$ cat config.mk
export PLATFORM = sky130hd
export DESIGN_NAME = atomic_store_checker_dp
export DESIGN_NICKNAME = d
export VERILOG_FILES = /design/src/rtl/atomic_store_checker_pkg.sv /design/src/rtl/atomic_store_checker_dp.sv
export SDC_FILE = /design/constraint.sdc
export NUM_CORES = 1
export LEC_CHECK = 0
export CAP_MARGIN = 0
export CORE_MARGIN = 2
export CORE_UTILIZATION = 40
export DETAILED_ROUTE_END_ITERATION = 10
export MAX_ROUTING_LAYER = met4
export PLACE_DENSITY = 0.9
export SLEW_MARGIN = 40
export SYNTH_ARGS = -nofsm -noshare
export SYNTH_HDL_FRONTEND = slang
export SYNTH_SLANG_ARGS = --single-unit
$ cat constraint.sdc
create_clock -name clk -period 2.81 [get_ports clk]
set_clock_uncertainty 0.1 [all_clocks]
set_input_delay 0.562 -clock clk [delete_from_list [all_inputs] [get_ports clk]]
set_output_delay 0.562 -clock clk [all_outputs]
set_load 0.05 [all_outputs]
$ cat src/rtl/atomic_store_checker_pkg.sv
package atomic_store_checker_pkg;
  localparam int CAUSE_W = 6;
  localparam int ATTR_W  = 3;

  typedef enum logic [ATTR_W-1:0] {
    ATTR_BYPASS  = 3'd0,
    ATTR_WRTHRU  = 3'd1,
    ATTR_WRBACK  = 3'd2,
    ATTR_ISOLATE = 3'd3
  } cacheAttrE;

  typedef struct packed {
    logic capture;
    logic done;
  } chkStrobeT;
endpackage

$ cat src/rtl/atomic_store_checker_dp.sv
module atomic_store_checker_dp
  import atomic_store_checker_pkg::*;
#(
  parameter int ADDR_W        = 32,
  parameter int CTL_W         = 6,
  parameter int STORE_PROHIB  = 29,
  parameter int LS_ERROR      = 3
) (
  input  logic               clk,
  input  logic               rstN,
  input  chkStrobeT          strobes,
  input  logic [ADDR_W-1:0]  reqVaddr,
  input  logic [CAUSE_W-1:0] xlatFault,
  input  logic               permRead,
  input  logic               permWrite,
  input  logic [ATTR_W-1:0]  cacheAttr,
  input  logic [CTL_W-1:0]   atomCtl,
  input  logic               hasDcache,
  output logic               faultValid,
  output logic [CAUSE_W-1:0] faultCause,
  output logic [ADDR_W-1:0]  faultVaddr
);
  localparam int FIELDS = CTL_W / 2;

  logic [ATTR_W-1:0]  effAttr;
  logic [FIELDS-1:0]  fieldSet;
  logic               attrFault;
  logic [CAUSE_W-1:0] nextCause;

  for (genvar f = 0; f < FIELDS; f++) begin : gField
    assign fieldSet[f] = |atomCtl[2*f +: 2];
  end

  always_comb begin
    effAttr   = hasDcache ? cacheAttr : ATTR_BYPASS;
    attrFault = 1'b0;
    case (effAttr)
      ATTR_BYPASS:  attrFault = !fieldSet[0];
      ATTR_WRTHRU:  attrFault = !fieldSet[1];
      ATTR_WRBACK:  attrFault = !fieldSet[2];
      ATTR_ISOLATE: attrFault = 1'b1;
      default:      attrFault = 1'b0;
    endcase

    if (xlatFault != '0)             nextCause = xlatFault;
    else if (!(permRead && permWrite)) nextCause = CAUSE_W'(STORE_PROHIB);
    else if (attrFault)              nextCause = CAUSE_W'(LS_ERROR);
    else                             nextCause = '0;
  end

  always_ff @(posedge clk) begin
    if (!rstN) begin
      faultValid <= 1'b0;
      faultCause <= '0;
      faultVaddr <= '0;
    end else if (strobes.capture) begin
      faultValid <= (nextCause != '0);
      faultCause <= nextCause;
      faultVaddr <= reqVaddr;
    end
  end
endmodule

==> impl_metrics.ini <==
[hold_path]
worstHoldPathType = reg2reg
min_from = faultCause[1]

[finish]
diodes = 0
mostFrequentLayoutCell = clkdlybuf4s50_1
layout-drive-gt1-share = 0.06410
nets = 289
fill_cells = 304
final_cell_mix = clkdlybuf4s50_1 (90), dfxtp_1 (39), mux2i_1 (33), nor2b_1 (33), clkbuf_8 (5)
syn_to_final_growth_pct = 66.80
fin_util = 0.6971

[sta]
finalCritPeriodShare = 0.7490
setup_tns_ns = 0
relSlewSlack = 0.6468
tightest_slew_ns = 0.5282
slew_viol_final = 0
hold_violations = 0
fin_crit_ns = 2.105
rsz0062_at_grt = no
setup_viol = 0
fmax_mhz = 475.2

[drt]
vias_per_cell = 4.809
wl_per_cell_um = 13.12
ant_nets = 0
num_vias = 1356
dr.pass1.iters = 4
wl_met3_um = 331
m1WireLength_mm = 1.540
drt_iter0_markers = 33
highest_layer = met4
wl_met2_mm = 1.738
wirelength_mm = 3.701
drc = 0

[clocking]
clkTransAtPathRegs_ns = 0.07
tritoncts = built
ctsHoldBuffers = 0
post_cts_buffers = 0
clk_latency_ns = 0.28
numCtsBuffers = 5
root_buffer = clkbuf_8
clock_sinks = 39
post_cts_resized = 0
clock_path_buffers = 2
htree_levels = 2

[critical_path]
crit_chain = clkdlybuf4s50_1
startpoint = faultVaddr[23]
crit_path_max_fanout = 2
crit_buf_inv = 1
r2r-start = faultCause[2]
worst_path_max_delay_cell = clkdlybuf4s50_1
critPathLaunchType = register
slowest_delay_ns = 0.82
crit_type = reg2out
cp_top_family = buffers and inverters
worst_setup_path_end_kind = output pin
crit_arrival_ns = 1.44
crit_required_ns = 2.15

[synth]
syn_nets = 196
netlist_instances = 142
ys_seq_elements = 39
ys_types = 22
netlist_area_um2 = 1541
ys_warn_count = 0
synth_area_leader_cell = dfxtp_1
yosysSeqAreaShare = 0.5065
synth.top_cells.by_area = dfxtp_1 (51%), mux2i_1 (21%), nor2b_1 (13%)
yosys.area.top_type_share = 0.5065
avgSynthCellArea_um2 = 10.86

[global_routing]
track_usage = 0.1845
first_global_vias = 1368
grt_max_degree = 19
antenna_found_initial = 0
grt_pass1_wl_mm = 6.016
grt-ovfl-total = 0

[die]
dieArea_um2 = 4367
ios = 93
core_area_um2 = 3689
die_w_um = 66.08
die_h_um = 66.08
start_util = 0.4179
placementRows = 22

[pwr]
ir_worst_vdd_v = 0.0003440
p_leak_uw = 0.001036
power-per-cell-area_nw_per_um2 = 501.6
power_uw = 1290

[flow_run]
drv_cap = 0

[placed_design]
gp_congestion = 0.7283
dpl.hpwl_mm = 2.891
port_buffers = 91

[outcome]
outcome = finished clean
[metal layers]
metal / GRT usage / vias to the layer above
met2: 0.3100 / 65
met5: - / -
met1: 0.2049 / 610
met3: 0.05281 / 12
li1: - / 669
met4: 0.07653 / 0
[kinds of logic after synthesis]
kind of cell    share of synthesized area
simple gates                       0.1818
compound gates                    0.06737
flops                              0.5065
buf+inv                           0.03004
mux                                0.2143
[final timing paths]
check,end,slack (ns),cells past startpoint
worst max register to register,faultCause[2],2.02,1
worst max-delay path,faultVaddr[23],0.71,1
worst min register to register,faultCause[1],0.41,2
worst min-delay path,faultCause[1],0.41,2
[report_power, final]
part | internal, uW | switching [uW]
clock | 165 | 172
sequential | 587 | 16.4
combinational | 162 | 187
total | 914 | 375
[cells in the mapped netlist, drive strengths merged]
library cell  number
nand2              2
o221a              3
mux2i             33
clkbuf             5
o21ai              4
nand2b             2
o21a               1
nor3               1
dfxtp             39
nor4               1
a211o              1
and3               1
a31o               1
buf                4
a31oi              1
o221ai             1
inv                2
a21oi              2
nor2b             33
nand4              1
nor2               4
[through the flow]
step	instances	area (um^2)	setup WS, ns	hold slack [ns]
after floorplan	142	1541	1.368	0.6230
after global placement	276	2499	0.7822	0.3907
after detailed placement	276	2499	0.7429	0.3872
after CTS	282	2571	0.6937	0.4081
after global routing	282	2571	0.6520	0.4357
final	282	2571	0.7054	0.4116
[final cells by class]
cell class              instances  area, um^2  share of cell area
clock buffers                   6       72.57             0.02822
inverters                       2       7.507            0.002920
multi-input cells              92       714.4              0.2779
flip-flops and latches         39       780.7              0.3036
well taps                      48       60.06             0.02336
repair buffers                 95       935.9              0.3640
[sequential cells by signal (all words and copies together) (netlist names)]
| name | flops |
|---|---|
| faultCause | 6 |
| faultValid | 1 |
| faultVaddr | 32 |
Note: power is estimated with default switching activity, not from simulation.
